**src/rtl/dtmf_pkg.sv**
```systemverilog
package dtmf_pkg;

    typedef enum logic [1:0] {
        ST_IDLE = 2'd0,
        ST_ARM  = 2'd1,
        ST_RUN  = 2'd2
    } gen_state_e;

    // Row (low group) frequency in Hz for row index 0..3.
    function automatic longint unsigned row_hz(input int idx);
        case (idx)
            0:       return 64'd697;
            1:       return 64'd770;
            2:       return 64'd852;
            default: return 64'd941;
        endcase
    endfunction

    // Column (high group) frequency in Hz for column index 0..3.
    function automatic longint unsigned col_hz(input int idx);
        case (idx)
            0:       return 64'd1209;
            1:       return 64'd1336;
            2:       return 64'd1477;
            default: return 64'd1633;
        endcase
    endfunction

    // Rounded phase increment: hz * 2^acc_w / (ref_hz / div).
    function automatic longint unsigned phase_step(
        input longint unsigned hz,
        input int              acc_w,
        input longint unsigned ref_hz,
        input longint unsigned div
    );
        longint unsigned num;
        num = hz * (64'd1 << acc_w) * div * 64'd2 + ref_hz;
        return num / (64'd2 * ref_hz);
    endfunction

    // Quarter-wave sine sample at the centre of slot idx out of 2^aw,
    // scaled to peak. Fixed-point Taylor series in Q30.
    function automatic int quarter_sine(input int idx, input int aw, input int peak);
        longint one;
        longint x;
        longint term;
        longint acc;
        one  = 64'sd1 << 30;
        x    = (64'sd3373259426 * longint'(2 * idx + 1)) / (64'sd4 * (64'sd1 << aw));
        term = x;
        acc  = x;
        for (int k = 1; k <= 4; k++) begin
            term = -((((term * x) / one) * x) / one) / longint'((2 * k) * (2 * k + 1));
            acc  = acc + term;
        end
        return int'((acc * longint'(peak) + (one >>> 1)) / one);
    endfunction

endpackage

```
**src/rtl/dtmf_key_decode.sv**
```systemverilog
// Key code to row/column index of the 4x4 keypad grid.
module dtmf_key_decode (
    input  logic [3:0] code_i,
    output logic [1:0] row_o,
    output logic [1:0] col_o
);

    always_comb begin
        unique case (code_i)
            4'd1:  begin row_o = 2'd0; col_o = 2'd0; end
            4'd2:  begin row_o = 2'd0; col_o = 2'd1; end
            4'd3:  begin row_o = 2'd0; col_o = 2'd2; end
            4'd13: begin row_o = 2'd0; col_o = 2'd3; end
            4'd4:  begin row_o = 2'd1; col_o = 2'd0; end
            4'd5:  begin row_o = 2'd1; col_o = 2'd1; end
            4'd6:  begin row_o = 2'd1; col_o = 2'd2; end
            4'd14: begin row_o = 2'd1; col_o = 2'd3; end
            4'd7:  begin row_o = 2'd2; col_o = 2'd0; end
            4'd8:  begin row_o = 2'd2; col_o = 2'd1; end
            4'd9:  begin row_o = 2'd2; col_o = 2'd2; end
            4'd15: begin row_o = 2'd2; col_o = 2'd3; end
            4'd11: begin row_o = 2'd3; col_o = 2'd0; end
            4'd10: begin row_o = 2'd3; col_o = 2'd1; end
            4'd12: begin row_o = 2'd3; col_o = 2'd2; end
            4'd0:  begin row_o = 2'd3; col_o = 2'd3; end
        endcase
    end

endmodule

```
**src/rtl/dtmf_phase_acc.sv**
```systemverilog
// Phase accumulator with synchronous clear and a wrap flag.
module dtmf_phase_acc #(
    parameter int ACC_W = 24
) (
    input  logic             clk_i,
    input  logic             rst_ni,
    input  logic             clear_i,
    input  logic             step_i,
    input  logic [ACC_W-1:0] inc_i,
    output logic [ACC_W-1:0] phase_o,
    output logic             wrap_o
);

    logic [ACC_W:0]   sum;
    logic [ACC_W-1:0] acc_q;

    assign sum     = {1'b0, acc_q} + {1'b0, inc_i};
    assign wrap_o  = step_i & sum[ACC_W];
    assign phase_o = acc_q;

    always_ff @(posedge clk_i or negedge rst_ni) begin
        if (!rst_ni) begin
            acc_q <= '0;
        end else if (clear_i) begin
            acc_q <= '0;
        end else if (step_i) begin
            acc_q <= sum[ACC_W-1:0];
        end
    end

endmodule

```
**src/rtl/dtmf_sine_tone.sv**
```systemverilog
// Quarter-wave table lookup with quadrant folding and amplitude scaling.
module dtmf_sine_tone #(
    parameter int LUT_AW = 6,
    parameter int SIN_W  = 12,
    parameter int OUT_W  = 12,
    parameter int AMP    = 1024
) (
    input  logic [LUT_AW+1:0]       phase_i,
    output logic signed [OUT_W-1:0] tone_o
);

    localparam int LUT_N = 1 << LUT_AW;
    localparam int PEAK  = (1 << SIN_W) - 1;
    localparam int AMP_W = $clog2(AMP + 1);
    localparam int PW    = SIN_W + AMP_W + 2;

    logic [SIN_W-1:0] rom [LUT_N];

    generate
        for (genvar g = 0; g < LUT_N; g++) begin : g_rom
            assign rom[g] = SIN_W'(dtmf_pkg::quarter_sine(g, LUT_AW, PEAK));
        end
    endgenerate

    logic              negate;
    logic              mirror;
    logic [LUT_AW-1:0] idx;
    logic [LUT_AW-1:0] addr;
    logic [SIN_W-1:0]  mag;
    logic signed [PW-1:0] sval;
    logic signed [PW-1:0] ampv;
    logic signed [PW-1:0] prod;

    assign negate = phase_i[LUT_AW+1];
    assign mirror = phase_i[LUT_AW];
    assign idx    = phase_i[LUT_AW-1:0];
    assign addr   = mirror ? ~idx : idx;
    assign mag    = rom[addr];
    assign sval   = negate ? -$signed(PW'(mag)) : $signed(PW'(mag));
    assign ampv   = PW'(AMP);
    assign prod   = sval * ampv;
    assign tone_o = OUT_W'(prod >>> SIN_W);

endmodule

```
**src/rtl/dtmf_synth.sv**
```systemverilog
// Dual-tone keypad synthesizer: two phase lanes, shared sine table form,
// three-state sequencer.
module dtmf_synth #(
    parameter int REF_HZ      = 3579545,
    parameter int STROBE_DIV  = 448,
    parameter int ACC_W       = 24,
    parameter int LUT_AW      = 6,
    parameter int SIN_W       = 12,
    parameter int OUT_W       = 12,
    parameter int AMP_HI      = 1024,
    parameter int LO_PERMILLE = 891
) (
    input  logic                    clk_i,
    input  logic                    rst_ni,
    input  logic [3:0]              digit_i,
    input  logic                    enable_i,
    input  logic                    strobe_i,
    output logic signed [OUT_W-1:0] sample_o
);

    import dtmf_pkg::*;

    localparam int AMP_LO = (AMP_HI * LO_PERMILLE + 500) / 1000;
    localparam int PH_W   = LUT_AW + 2;
    localparam int N_GRP  = 4;
    localparam int N_LANE = 2;

    // Increment tables, one entry per row and per column.
    logic [ACC_W-1:0] row_inc [N_GRP];
    logic [ACC_W-1:0] col_inc [N_GRP];

    generate
        for (genvar g = 0; g < N_GRP; g++) begin : g_inc
            assign row_inc[g] = ACC_W'(phase_step(row_hz(g), ACC_W,
                                    longint'(REF_HZ), longint'(STROBE_DIV)));
            assign col_inc[g] = ACC_W'(phase_step(col_hz(g), ACC_W,
                                    longint'(REF_HZ), longint'(STROBE_DIV)));
        end
    endgenerate

    gen_state_e state_q, state_d;
    logic [3:0] code_q;
    logic [1:0] row_idx, col_idx;
    logic       start, step;
    logic signed [OUT_W-1:0] sample_q;

    logic [N_LANE-1:0][ACC_W-1:0] lane_inc;
    logic [N_LANE-1:0][ACC_W-1:0] phase;
    logic [N_LANE-1:0]            wrap;
    logic [N_LANE-1:0][OUT_W-1:0] tone;

    assign start = (state_q == ST_IDLE) && enable_i;
    assign step  = (state_q != ST_IDLE) && enable_i && strobe_i;

    dtmf_key_decode u_dec (
        .code_i (code_q),
        .row_o  (row_idx),
        .col_o  (col_idx)
    );

    assign lane_inc[0] = row_inc[row_idx];
    assign lane_inc[1] = col_inc[col_idx];

    // Lane 0 carries the row tone, lane 1 the louder column tone.
    generate
        for (genvar t = 0; t < N_LANE; t++) begin : g_lane
            localparam int LANE_AMP = (t == 0) ? AMP_LO : AMP_HI;
            logic signed [OUT_W-1:0] lane_tone;

            dtmf_phase_acc #(.ACC_W(ACC_W)) u_acc (
                .clk_i   (clk_i),
                .rst_ni  (rst_ni),
                .clear_i (start),
                .step_i  (step),
                .inc_i   (lane_inc[t]),
                .phase_o (phase[t]),
                .wrap_o  (wrap[t])
            );

            dtmf_sine_tone #(
                .LUT_AW (LUT_AW),
                .SIN_W  (SIN_W),
                .OUT_W  (OUT_W),
                .AMP    (LANE_AMP)
            ) u_tone (
                .phase_i (phase[t][ACC_W-1 -: PH_W]),
                .tone_o  (lane_tone)
            );

            assign tone[t] = lane_tone;
        end
    endgenerate

    // State register.
    always_ff @(posedge clk_i or negedge rst_ni) begin
        if (!rst_ni) begin
            state_q <= ST_IDLE;
        end else begin
            state_q <= state_d;
        end
    end

    // Transitions: start, first-strobe, stop.
    always_comb begin
        state_d = state_q;
        unique case (state_q)
            ST_IDLE: if (enable_i) state_d = ST_ARM;
            ST_ARM: begin
                if (!enable_i)     state_d = ST_IDLE;
                else if (strobe_i) state_d = ST_RUN;
            end
            ST_RUN:  if (!enable_i) state_d = ST_IDLE;
            default: state_d = ST_IDLE;
        endcase
    end

    // Outputs: captured key code and PCM sample.
    always_ff @(posedge clk_i or negedge rst_ni) begin
        if (!rst_ni) begin
            code_q   <= '0;
            sample_q <= '0;
        end else begin
            if (start || (step && wrap[0])) begin
                code_q <= digit_i;
            end
            if (step) begin
                sample_q <= $signed(tone[0]) + $signed(tone[1]);
            end else if (!enable_i || state_q == ST_IDLE) begin
                sample_q <= '0;
            end
        end
    end

    assign sample_o = sample_q;

endmodule

```
**config.mk**
```make
export PLATFORM = sky130hd
export DESIGN_NAME = dtmf_synth
export DESIGN_NICKNAME = d
export VERILOG_FILES = /design/src/rtl/dtmf_pkg.sv /design/src/rtl/dtmf_key_decode.sv /design/src/rtl/dtmf_phase_acc.sv /design/src/rtl/dtmf_sine_tone.sv /design/src/rtl/dtmf_synth.sv
export SDC_FILE = /design/constraint.sdc
export NUM_CORES = 1
export LEC_CHECK = 0
export ABC_AREA = 1
export BUFFER_PORTS_ARGS = -buffer_cell sky130_fd_sc_hd__buf_2
export CORE_MARGIN = 10
export CORE_UTILIZATION = 37
export DETAILED_ROUTE_END_ITERATION = 10
export HOLD_SLACK_MARGIN = 0.03
export SETUP_SLACK_MARGIN = 0.4
export SYNTH_ARGS = -nofsm -noshare
export SYNTH_HDL_FRONTEND = slang
export SYNTH_HIERARCHICAL = 1
export SYNTH_SLANG_ARGS = --single-unit
```
**constraint.sdc**
```tcl
create_clock -name clk_i -period 7.3 [get_ports clk_i]
set_input_delay 1.095 -clock clk_i [delete_from_list [all_inputs] [get_ports clk_i]]
set_output_delay 1.095 -clock clk_i [all_outputs]
set_load 0.01 [all_outputs]
```
; ---- Word level (Yosys, flattened, before mapping)
; Memory sizes are Yosys's and may differ from the RTL's.
; Index checks and enable logic that the tools add are counted.
[totals]
memories = 3
reg_bits = 66
mem_bits_ro = 1600
word_cells = 67
[memory_table]
columns = memory, depth, width, rd, rd_ports_with_merged_regs, wr, line_no
row1 = (no name shown), 64, 12, 1, 0, 0, dtmf_sine_tone.sv:38  ; assign mag = rom[addr];
row2 = (no name shown), 64, 12, 1, 0, 0, dtmf_sine_tone.sv:38
row3 = (no name shown), 16, 4, 1, 0, 0, dtmf_key_decode.sv:9  ; unique case (code_i)
[op_classes]
mul = 1
n_bitwise = 7
mux = 25
add_sub_neg = 5
order_cmp = 4
n_eq_ne = 5
reduce_logical = 12
[ops]
columns = op, n
row1 = two-way mux 24 bit, 9
row2 = binary-select mux 24 bit (select 2 bit), 2
row3 = two-way mux 12 bit, 6
row4 = adder 24 x 24 -> 25 bit, 1
row5 = adder 24 bit, 1
row6 = multiplier 24 x 7 -> 20 bit (second input constant), 1
row7 = negation 12 -> 24 bit, 1
row8 = greater-or-equal comparator 7 bit (second input constant), 2
row9 = two-way mux 14 bit, 1
row10 = negation 12 -> 14 bit, 1
row11 = NOT 6 -> 7 bit, 2
row12 = adder 12 bit, 1
row13 = two-way mux 6 bit, 2
row14 = NOT 6 bit, 2
row15 = two-way mux 2 bit, 4
row16 = greater-or-equal comparator 3 bit (second input constant), 2
row17 = NOT 2 -> 3 bit, 2
row18 = case mux 2 bit (3 select lines), 1
row19 = nonzero test 2 bit, 3
row20 = logical AND 1 bit, 4
row21 = inequality test 2 bit (second input constant), 2
row22 = inequality test 3 bit (second input constant), 1
row23 = AND reduction 3 bit, 1
row24 = == test 2 x 1 -> 1 bit (second input constant), 1
row25 = other kinds (5), 6

; ---- Depth between registers and ports, before layout
; Gate-level depths: netlist of run 1.
[depth]
ltp_word = 11
depth_mapped = 45
depth_no_buf = 45

; ---- By module
; The synthesis of run 1 kept the hierarchy.
[modules_own_cells]
columns = module, instances, area_per_inst_um2, cells_per_inst, seq_area_each_um2
row1 = dtmf_phase_acc, 2, 2626.3, 447, 600.6
row2 = dtmf_sine_tone (g_lane[0].u_tone), 1, 3671.0, 581, 0.0
row3 = dtmf_sine_tone (g_lane[1].u_tone), 1, 1690.4, 345, 0.0
row4 = dtmf_synth, 1, 1526.5, 214, 450.4
row5 = dtmf_key_decode, 1, 198.9, 36, 0.0

; ---- Worst setup path before layout of run 1
; Ideal clock, no wire load.
[synth_timing]
kind = reg-to-reg
start = reg g_lane[0].u_acc.acc_q[22]
end = reg sample_q[8] (netlist: sample_o[8])
setup_slack_ns = 1.222
path_buffers = 1
stages_incl_launch_ff = 36
t_required_ns = 7.181
setup_ns = 0.119
arrival_ns = 5.959
synth_period_minus_slack_ns = 6.078
cell_sequence = dfrtp_1 buf_6 nand2_1 nand2_1 ha_1 nand3_1 nand2_1 nand3_1 nand2_1 nand3_2 nand2_2 ha_1 nand2_1 nand2_1 xor2_1 inv_1 ha_1 ha_1 xnor2_1 ha_1 inv_1 fa_1 inv_1 ha_1 a21oi_1 o21ai_0 a21oi_1 o21ai_2 xor2_1 ha_1 a21oi_1 nor2_1 nor2_1 nand2_1 nor2_1 o21ai_2
[synth_via]
elab_chain_len = 10
[synth_lines]
columns = item, line_no
row1 = from (decl), dtmf_phase_acc.sv:15  ; logic [ACC_W-1:0] acc_q;
row2 = from (signal assigned), dtmf_phase_acc.sv:27  ; acc_q <= sum[ACC_W-1:0];
row3 = two-way mux 6 bit (*), dtmf_sine_tone.sv:37  ; assign addr = mirror ? ~idx : idx;
row4 = NOT 6 -> 7 bit (not written as such) (*), dtmf_sine_tone.sv:38
row5 = memory read (64 x 12 bit) (*), --
row6 = two-way mux 12 bit (not written as such) (*) (2 in a row), dtmf_sine_tone.sv:38
row7 = negation 12 -> 24 bit, dtmf_sine_tone.sv:39  ; assign sval = negate ? -$signed(PW'(mag)) : $signed(PW'(mag));
row8 = two-way mux 24 bit (*), dtmf_sine_tone.sv:39
row9 = multiplier 24 x 7 -> 20 bit (*), dtmf_sine_tone.sv:41  ; assign prod = sval * ampv;
row10 = named net g_lane[0].lane_tone[5], dtmf_synth.sv:68  ; logic signed [OUT_W-1:0] lane_tone;
row11 = adder 12 bit (*), dtmf_synth.sv:127  ; sample_q <= $signed(tone[0]) + $signed(tone[1]);
row12 = two-way mux 12 bit (*), dtmf_synth.sv:126  ; if (step) begin
row13 = to (signal assigned), dtmf_synth.sv:127
row14 = to (decl), dtmf_synth.sv:45  ; logic signed [OUT_W-1:0] sample_q;
; The timed path passes the listed nets; every way through them passes the cells marked *. The select of a mux whose other input is x is not followed.
; A chain may end at the register's enable or synchronous reset.

; ---- Final worst setup path of run 1
[layout_timing]
start = reg g_lane[0].u_acc.acc_q[22]
end = reg sample_q[11] (netlist: sample_o[11])
; The elaborated chain is that of the path after synthesis.

==> impl_results.md, run 1 <==
* Root Buffer: clkbuf_16
* Num CTS Buffers at 9
* DR vias at 12200
* Syn_area_per_cell at 5.97 sq um
* Reg2Reg Setup Slack at 0.82 ns
* Max_cap viols at 0
* Met2 Usage GRT at 26.0%
* # DRC at 0
* Worst path slowest cell: fa_1
* GR Util met1 at 21.0%
* Post-route ant nets at 0
* Relative slew slack at 28.7%
* Capturing point of the worst reg2reg path: sample_o[11]
* Net count, final at 2253
* Maximum root-to-sink buffer count at 2
* Max FO, Critical Path at 7
* Grt total ovfl at 0
* Number of setup violations in the final report at 0
* WL final at 32700 microns
* Final period util at 88.7%
* Grt met3 use at 1.58%
* Crit path launch: g_lane[0].u_acc/phase_o[22]
* Routed vias/inst at 4.86
* CP Data Arrival Time at 6.70 ns
* First-pass GRT wire length at 54700 microns
* I/O Pins at 20
* Clock Sinks at 66
* Final slew viol count at 0
* Synth Warn # at 6
* Most used cell, CP: nand3_1
* WL/cell at 13.0 microns
* Die Footprint at 40900 sq um
* Die X at 202 microns
* Port bufs at 19
* Synth Cell Area at 12300 sq um
* P&R area growth vs syn at 7.84%
* Clock Latency Late Sink at 0.33 ns
* Initial antenna violation count at 0
* DR iter-0 viols at 940
* Synthesized instance count at 2062
* Post-route setup TNS at 0 ns
* Post-route minimum period at 6.48 ns
* Highest Clock Rate at 0.154 GHz
* Status: complete, no violations
* Endpoint class of the critical path: flop
* Hold crit path type: flop to flop
* Worst slew pin tran at 1.07 ns
* Worst setup SP type: flop
* CORE AREA at 32700 sq um
* Endpoints failing hold at 0
* Row count at 66
* Placer Congestion at 0.937
* N_diodes at 0
* DP HPWL at 26000 microns
* Share of post-route cells with drive strength above 1 at 9.97%
* WP data required at 7.52 ns
* Worst r2r src: g_lane[0].u_acc/phase_o[22]
* Vias in the first global route at 11400
* Most used routing layer: met2
* Crit path to: sample_o[11]
* H-tree depth at 3
* Layout Skew at 0.0107 ns
* Pin count of the biggest net entering global routing at 67
* Tot GR Track Use at 15.7%
* Die Span Y at 202 microns
* RSZ-0062 raised after global routing: yes
* CTS tree: built
* R2r worst-path depth at 39
* Initial Utilization at 37.6%
* TritonRoute pass-1 iters at 6
* Critical path's largest stage delay at 0.51 ns
* Worst-path clk slew at 0.06 ns
* Setup CP Type: flop to flop
worst min path at each step:
stage               slack (ns)  startpoint  cells after the start          to
finish                    0.46  state_q[1]                      1  state_q[0]
global route              0.49  state_q[1]                      1  state_q[0]
CTS                       0.46  state_q[1]                      1  state_q[0]
detailed placement        0.45  state_q[1]                      1  state_q[0]
global placement          0.45  state_q[1]                      1  state_q[0]
floorplan                 0.44  state_q[1]                      1  state_q[0]
cell type report:
type | count | area [sq um]
sequential | 66 | 1650
tap | 442 | 553
clock inverter | 7 | 93.8
timing repair buffer | 31 | 185
fill | 3588 | 19400
inverter | 366 | 1380
multi-input combinational | 1597 | 9180
clock buffer | 9 | 225
routing by layer:
layer  share of wire [%]  routed length [microns]  vias up
met1                  48                    15800     5469
met5                   0                        0        -
li1                    -                        -     6481
met2                  46                    15100      256
met4                 2.0                      646        0
met3                 3.5                     1140       36
worst max-delay path, delay by kind of cell, from the launching register on:
family	cells	cell delay (ns)
adders and majority gates	8	2.59
buffers and inverters	5	0.40
AOI/OAI and AO/OA	3	0.37
DFF	1	0.44
and+or+nand+nor	23	2.53
cells in the final DEF, fill, tap and decap left out, drive strengths merged, types with 3 or more instances in the layout:
cell / instances
nand2: 800
inv: 365
nand3: 196
ha: 153
nor2: 133
o21ai: 84
a21oi: 78
dfrtp: 66
buf: 30
xor2: 26
fa: 21
nand4: 17
xnor2: 12
clkbuf: 10
o21bai: 9
conb: 9
nor3: 8
o211ai: 8
nand3b: 7
a22o: 6
or2: 6
o22ai: 4
clkinv: 4
o31ai: 3
a211oi: 3
a31oi: 3
timing repair:
action                                  CTS  global route
gates resized for setup                   4            35
endpoints found under the hold margin     0             0
endpoints found under the setup margin    8             9
pin swaps                                 0             6
hold buffers                              0             0
setup buffers                             0             6
flip-flops by register name (all words and copies together), names as in the netlist:
| name | count |
|---|---|
| code_q | 4 |
| sample_o | 12 |
| state_q | 2 |
| g_lane.u_acc/phase_o | 48 |
stage by stage:
stage               instance area [sq um]  util (%)  hold slack (ns)  instances  setup WS [ns]
global placement                    12700      38.9            0.449       2496          0.349
floorplan                           12300         -            0.435       2069           1.22
global route                        13300      40.6            0.488       2518          0.332
CTS                                 13100      39.9            0.464       2512          0.471
detailed placement                  12700      38.9            0.455       2496          0.266
finish                              13300      40.6            0.464       2518          0.824
Power of run 1 is left out: the tool's default activity adds up to more than one toggle a clock period on the data nets, which glitch-free logic cannot reach.
==> run 2, diff against run 1 <==
HOLD_SLACK_MARGIN = 0.05   (was 0.03)
PLACE_DENSITY = 0.52   (was default)
SETUP_SLACK_MARGIN = 0.5   (was 0.4)
==> run 2 against run 1 <==
  * Maximum frequency up 1.9%
  * First-iteration DRC count down 21%
  * Hold slack better by 0.0015 ns
  * Wire length up 4.7%
  * Via count up 0.29%
  * Die area unchanged
  * Final area up 1.5%
  * Core utilization up 0.63 points
  * Critical path depth down 1
  * Register-to-register slack better by 0.12 ns
  * Global-route usage up 0.93 points
  * Flip-flop and latch count unchanged
  * Largest cell class unchanged
  * Highest routed layer unchanged
==> impl_results.md, run 2 (same netlist as run 1, synthesis figures left out) <==
* Max reg flops at 48 (unchanged)
* Number of cells after detailed placement at 2498 (was 2496)
* Post-route ant nets at 0 (unchanged)
* CORE AREA at 32700 sq um (unchanged)
* Worst-path clk slew at 0.06 ns (about the same)
* WL/cell at 13.5 microns (was 13.0 microns)
* Clock Sinks at 66 (unchanged)
* Fin util at 41.2% (was 40.6%)
* Clock Latency Late Sink at 0.35 ns (was 0.33 ns)
* N_diodes at 0 (unchanged)
* Most frequent cells in the layout: nand2_1 (741), inv_1 (337), nand3_1 (183), ha_1 (144), nor2_1 (106) (was nand2_1 (742), inv_1 (338), nand3_1 (183), ha_1 (146), nor2_1 (105))
* Final period util at 87.0% (was 88.7%)
* Row count at 66 (unchanged)
* Endpoint class of the critical path: flop (unchanged)
* RSZ-0062 raised after global routing: no (was yes)
* Final slew viol count at 0 (unchanged)
* Number of setup violations in the final report at 0 (unchanged)
* Initial Utilization at 37.6% (unchanged)
* Max FO, Critical Path at 7 (unchanged)
* CP Data Arrival Time at 6.59 ns (was 6.70 ns)
* WL final at 34300 microns (was 32700 microns)
* # DRC at 0 (unchanged)
* Highest Clock Rate at 0.157 GHz (was 0.154 GHz)
* Max_cap viols at 0 (unchanged)
* CTS Hold Bufs at 0 (unchanged)
* Most common cell after layout, fill and taps aside: nand2_1 (unchanged)
* Final Non-Filler Cells at 2530 (was 2518)
* Worst path slowest cell: fa_1 (unchanged)
* Relative slew slack at 24.7% (was 28.7%)
* CTS tree: built (unchanged)
* Layout Skew at 0.00892 ns (was 0.0107 ns)
* Grt total ovfl at 0 (unchanged)
* Worst setup SP type: flop (unchanged)
* Die Span Y at 202 microns (unchanged)
* Post-route setup TNS at 0 ns (unchanged)
* Pin count of the biggest net entering global routing at 53 (was 67)
* Hold crit path type: flop to flop (unchanged)
* First-pass GRT wire length at 57300 microns (was 54700 microns)
* Port bufs at 19 (unchanged)
* Routed vias/inst at 4.85 (was 4.86)
* Share of post-route cells with drive strength above 1 at 10.9% (was 9.97%)
* WP data required at 7.53 ns (was 7.52 ns)
* P&R area growth vs syn at 9.51% (was 7.84%)
* DP HPWL at 27300 microns (was 26000 microns)
* Net count, final at 2265 (was 2253)
* Placer Congestion at 0.896 (was 0.937)
* Initial antenna violation count at 0 (unchanged)
* Pre-CTS setup slack at 0.226 ns (was 0.266 ns)
* Setup CP Type: flop to flop (unchanged)
* Most used cell, CP: nand2_1 (was nand3_1)
* Post-route minimum period at 6.35 ns (was 6.48 ns)
* Critical path's largest stage delay at 0.51 ns (about the same)
* Die Footprint at 40900 sq um (unchanged)
* Vias in the first global route at 11600 (was 11400)
* Maximum root-to-sink buffer count at 2 (unchanged)
* H-tree depth at 3 (unchanged)
* Tot GR Track Use at 16.6% (was 15.7%)
* TritonRoute pass-1 iters at 7 (was 6)
* I/O Pins at 20 (unchanged)
* Status: complete, no violations (unchanged)
* Endpoints failing hold at 0 (unchanged)
* Root Buffer: clkbuf_16 (unchanged)
* Worst slew pin tran at 1.13 ns (was 1.07 ns)
* Die X at 202 microns (unchanged)
* DR iter-0 viols at 743 (was 940)
* DR vias at 12300 (was 12200)
* Num CTS Buffers at 9 (unchanged)
* Setup slack after layout at 0.946 ns (was 0.824 ns)
-- run 2: final cells by class --
type                    instances  area [sq um]
inverters                     366          1390
flip-flops and latches         66          1650
multi-input cells            1597          9280
clock inverters                 5          77.6
fillers                      3594         19200
well taps                     442           553
repair buffers                 43           278
clock buffers                  11           243
-- run 2: path summary, 6_finish.rpt --
check | from | to | slack, ns | cells after the start
min in group asynchronous | rst_ni | g_lane[0].u_acc/phase_o[9] | 0.61 | 1
worst max register to register | g_lane[0].u_acc/phase_o[22] | sample_o[8] | 0.95 | 38
worst min-delay path | state_q[1] | state_q[0] | 0.47 | 1
max in group asynchronous | rst_ni | g_lane[0].u_acc/phase_o[16] | 5.70 | 2
worst max-delay path | g_lane[0].u_acc/phase_o[22] | sample_o[8] | 0.95 | 38
worst min register to register | state_q[1] | state_q[0] | 0.47 | 1
-- run 2: layer usage --
metal	routed length, microns	track usage, %
met5	0	0
met3	1130	1.58
met2	15400	27.1
met1	17000	22.6
met4	743	4.98
-- run 2: metrics by stage --
stage	hold WS (ns)	cell area, sq um
3_3_place_gp	0.452	12700
3_5_place_dp	0.452	12700
5_1_grt	0.506	13500
6_report	0.465	13500
4_1_cts	0.463	13100
2_1_floorplan	0.435	12300
-- run 2: what timing repair did --
action	CTS	global route
gates resized for setup	4	51
setup endpoints to repair	9	10
endpoints found under the hold margin	0	0
pin swaps	0	13
buffers inserted	0	16
-- run 2: critical path: cells and delay by family, from the launching register on --
kind | cells | cell delay, ns
buf+inv | 7 | 0.74
fa+ha+maj | 6 | 2.09
xor+xnor | 2 | 0.33
flops | 1 | 0.46
simple gates | 18 | 1.97
compound gates | 5 | 0.64
Power of run 2 is left out for the same reason.
==> run 3, diff against run 2 <==
CORE_UTILIZATION = 45   (was 37)
PLACE_DENSITY = 0.6   (was 0.52)
==> run 3 against run 2 <==
  * Non-clock buffer count shrank 3
  * Sequential share of layout area grew 0.18 points
  * Count of clock-buffer cells in the layout grew 1
  * Register-to-register slack lost 0.05 ns
  * Setup slack lost 0.047 ns
  * Core utilization grew 8.0 points
  * Global-route usage grew 2.4 points
  * Clock skew grew 0.0039 ns
  * Critical path type unchanged
  * Critical endpoint is now sample_o[10]
==> impl_results.md, run 3 (same netlist as run 1, synthesis figures left out) <==
* I/O Pins at 20 (unchanged)
* Maximum root-to-sink buffer count at 2 (unchanged)
* Relative slew slack at 30.2% (was 24.7%)
* Pin count of the biggest net entering global routing at 67 (was 53)
* Clock Sinks at 66 (unchanged)
* Post-route minimum period at 6.40 ns (was 6.35 ns)
* Endpoint class of the critical path: flop (unchanged)
* Critical path's largest stage delay at 0.50 ns (was 0.51 ns)
* Grt total ovfl at 0 (unchanged)
* Post-route ant nets at 0 (unchanged)
* Final Non-Filler Cells at 2425 (was 2530)
* Tot GR Track Use at 19.0% (was 16.6%)
* Worst Hold Depth at 1 (unchanged)
* Number of setup violations in the final report at 0 (unchanged)
* Initial antenna violation count at 0 (unchanged)
* Worst-path clk slew at 0.05 ns (was 0.06 ns)
* DP HPWL at 25600 microns (was 27300 microns)
* First-pass GRT wire length at 54300 microns (was 57300 microns)
* CP Data Arrival Time at 6.62 ns (was 6.59 ns)
* WL final at 32600 microns (was 34300 microns)
* CTS tree: built (unchanged)
* Most common cell after layout, fill and taps aside: nand2_1 (unchanged)
* Die Footprint at 34400 sq um (was 40900 sq um)
* Num CTS Buffers at 9 (unchanged)
* Hold crit path type: flop to flop (unchanged)
* TritonRoute pass-1 iters at 5 (was 7)
* CORE AREA at 27000 sq um (was 32700 sq um)
* Share of post-route cells with drive strength above 1 at 10.7% (was 10.9%)
* DR vias at 12300 (about the same)
* Final Cell Area at 13300 sq um (was 13500 sq um)
* Most frequent cells in the layout: nand2_1 (743), inv_1 (339), nand3_1 (183), ha_1 (139), nor2_1 (105) (was nand2_1 (741), inv_1 (337), nand3_1 (183), ha_1 (144), nor2_1 (106))
* Most used cell, CP: nand2_1 (unchanged)
* Final period util at 87.7% (was 87.0%)
* Status: complete, no violations (unchanged)
* Clock Latency Late Sink at 0.34 ns (was 0.35 ns)
* Max reg flops at 48 (unchanged)
* Placer Congestion at 0.943 (was 0.896)
* Endpoints failing hold at 0 (unchanged)
* Post-route setup TNS at 0 ns (unchanged)
* Port bufs at 19 (unchanged)
* Root Buffer: clkbuf_16 (unchanged)
* H-tree depth at 3 (unchanged)
* WHS at 0.483 ns (was 0.465 ns)
* Routed vias/inst at 5.06 (was 4.85)
* Vias in the first global route at 11200 (was 11600)
* Worst path slowest cell: fa_1 (unchanged)
* Initial Utilization at 45.6% (was 37.6%)
* P&R area growth vs syn at 7.84% (was 9.51%)
* Cell Area, Placed at 12600 sq um (was 12700 sq um)
* Layout Skew at 0.0128 ns (was 0.00892 ns)
* N_diodes at 0 (unchanged)
* RSZ-0062 raised after global routing: no (unchanged)
* R2r worst-path depth at 41 (was 38)
* Max_cap viols at 0 (unchanged)
* Die Span Y at 185 microns (was 202 microns)
* Number of cells after detailed placement at 2397 (was 2498)
* Max FO, Critical Path at 8 (was 7)
* Worst setup SP type: flop (unchanged)
* Die X at 185 microns (was 202 microns)
* Net count, final at 2262 (was 2265)
* Final slew viol count at 0 (unchanged)
* WL/cell at 13.4 microns (was 13.5 microns)
* WP data required at 7.52 ns (was 7.53 ns)
* DR iter-0 viols at 791 (was 743)
* Highest Clock Rate at 0.156 GHz (was 0.157 GHz)
* CTS Hold Bufs at 0 (unchanged)
* Worst slew pin tran at 1.04 ns (was 1.13 ns)
* Setup CP Type: flop to flop (unchanged)
* # DRC at 0 (unchanged)
* Row count at 60 (was 66)
## run 3: path summary, 6_finish.rpt
check,slack (ns),startpoint,end
max in group asynchronous,5.79,rst_ni,sample_o[9]
min in group asynchronous,0.86,rst_ni,g_lane[0].u_acc/phase_o[9]
min,0.48,state_q[1],state_q[0]
max reg2reg,0.90,g_lane[0].u_acc/phase_o[22],sample_o[10]
max,0.90,g_lane[0].u_acc/phase_o[22],sample_o[10]
min reg2reg,0.48,state_q[1],state_q[0]
## run 3: what timing repair did
action / CTS / global route
gates cloned: 0 / 0
endpoints found under the setup margin: 8 / 10
gates resized for setup: 4 / 48
setup buffers: 0 / 13
pin swaps: 0 / 10
## run 3: worst max-delay path, delay by kind of cell, from the launching register on
family,cells,cell delay [ns]
XOR/XNOR,1,0.22
buffers and inverters,4,0.39
adder cells (fa/ha/maj),8,2.49
flip-flops,1,0.46
AO/OA/AOI/OAI,2,0.36
AND/OR/NAND/NOR,26,2.33
## run 3: through the flow
| stage | util (%) | setup slack (ns) |
|---|---|---|
| floorplan | - | 1.22 |
| global placement | 46.8 | 0.418 |
| detailed placement | 46.8 | 0.325 |
| CTS | 47.9 | 0.532 |
| global route | 49.2 | 0.461 |
| finish | 49.2 | 0.899 |
## run 3: cell type report
cell class | instances | area (sq um)
Clock inverter | 3 | 40.0
Inverter | 366 | 1380
Clock buffer | 12 | 246
Tap cell | 341 | 427
Timing Repair Buffer | 40 | 259
Multi-Input combinational cell | 1597 | 9260
Fill cell | 2800 | 13700
Sequential cell | 66 | 1650
## run 3: routing by layer
metal | global-route usage, % | wire length (microns) | vias to the layer above
li1 | - | - | 6496
met1 | 26.0 | 16000 | 5463
met2 | 30.8 | 14600 | 265
met3 | 2.12 | 1310 | 38
met4 | 5.17 | 637 | 0
met5 | 0 | 0 | -
Power of run 3 is left out for the same reason.
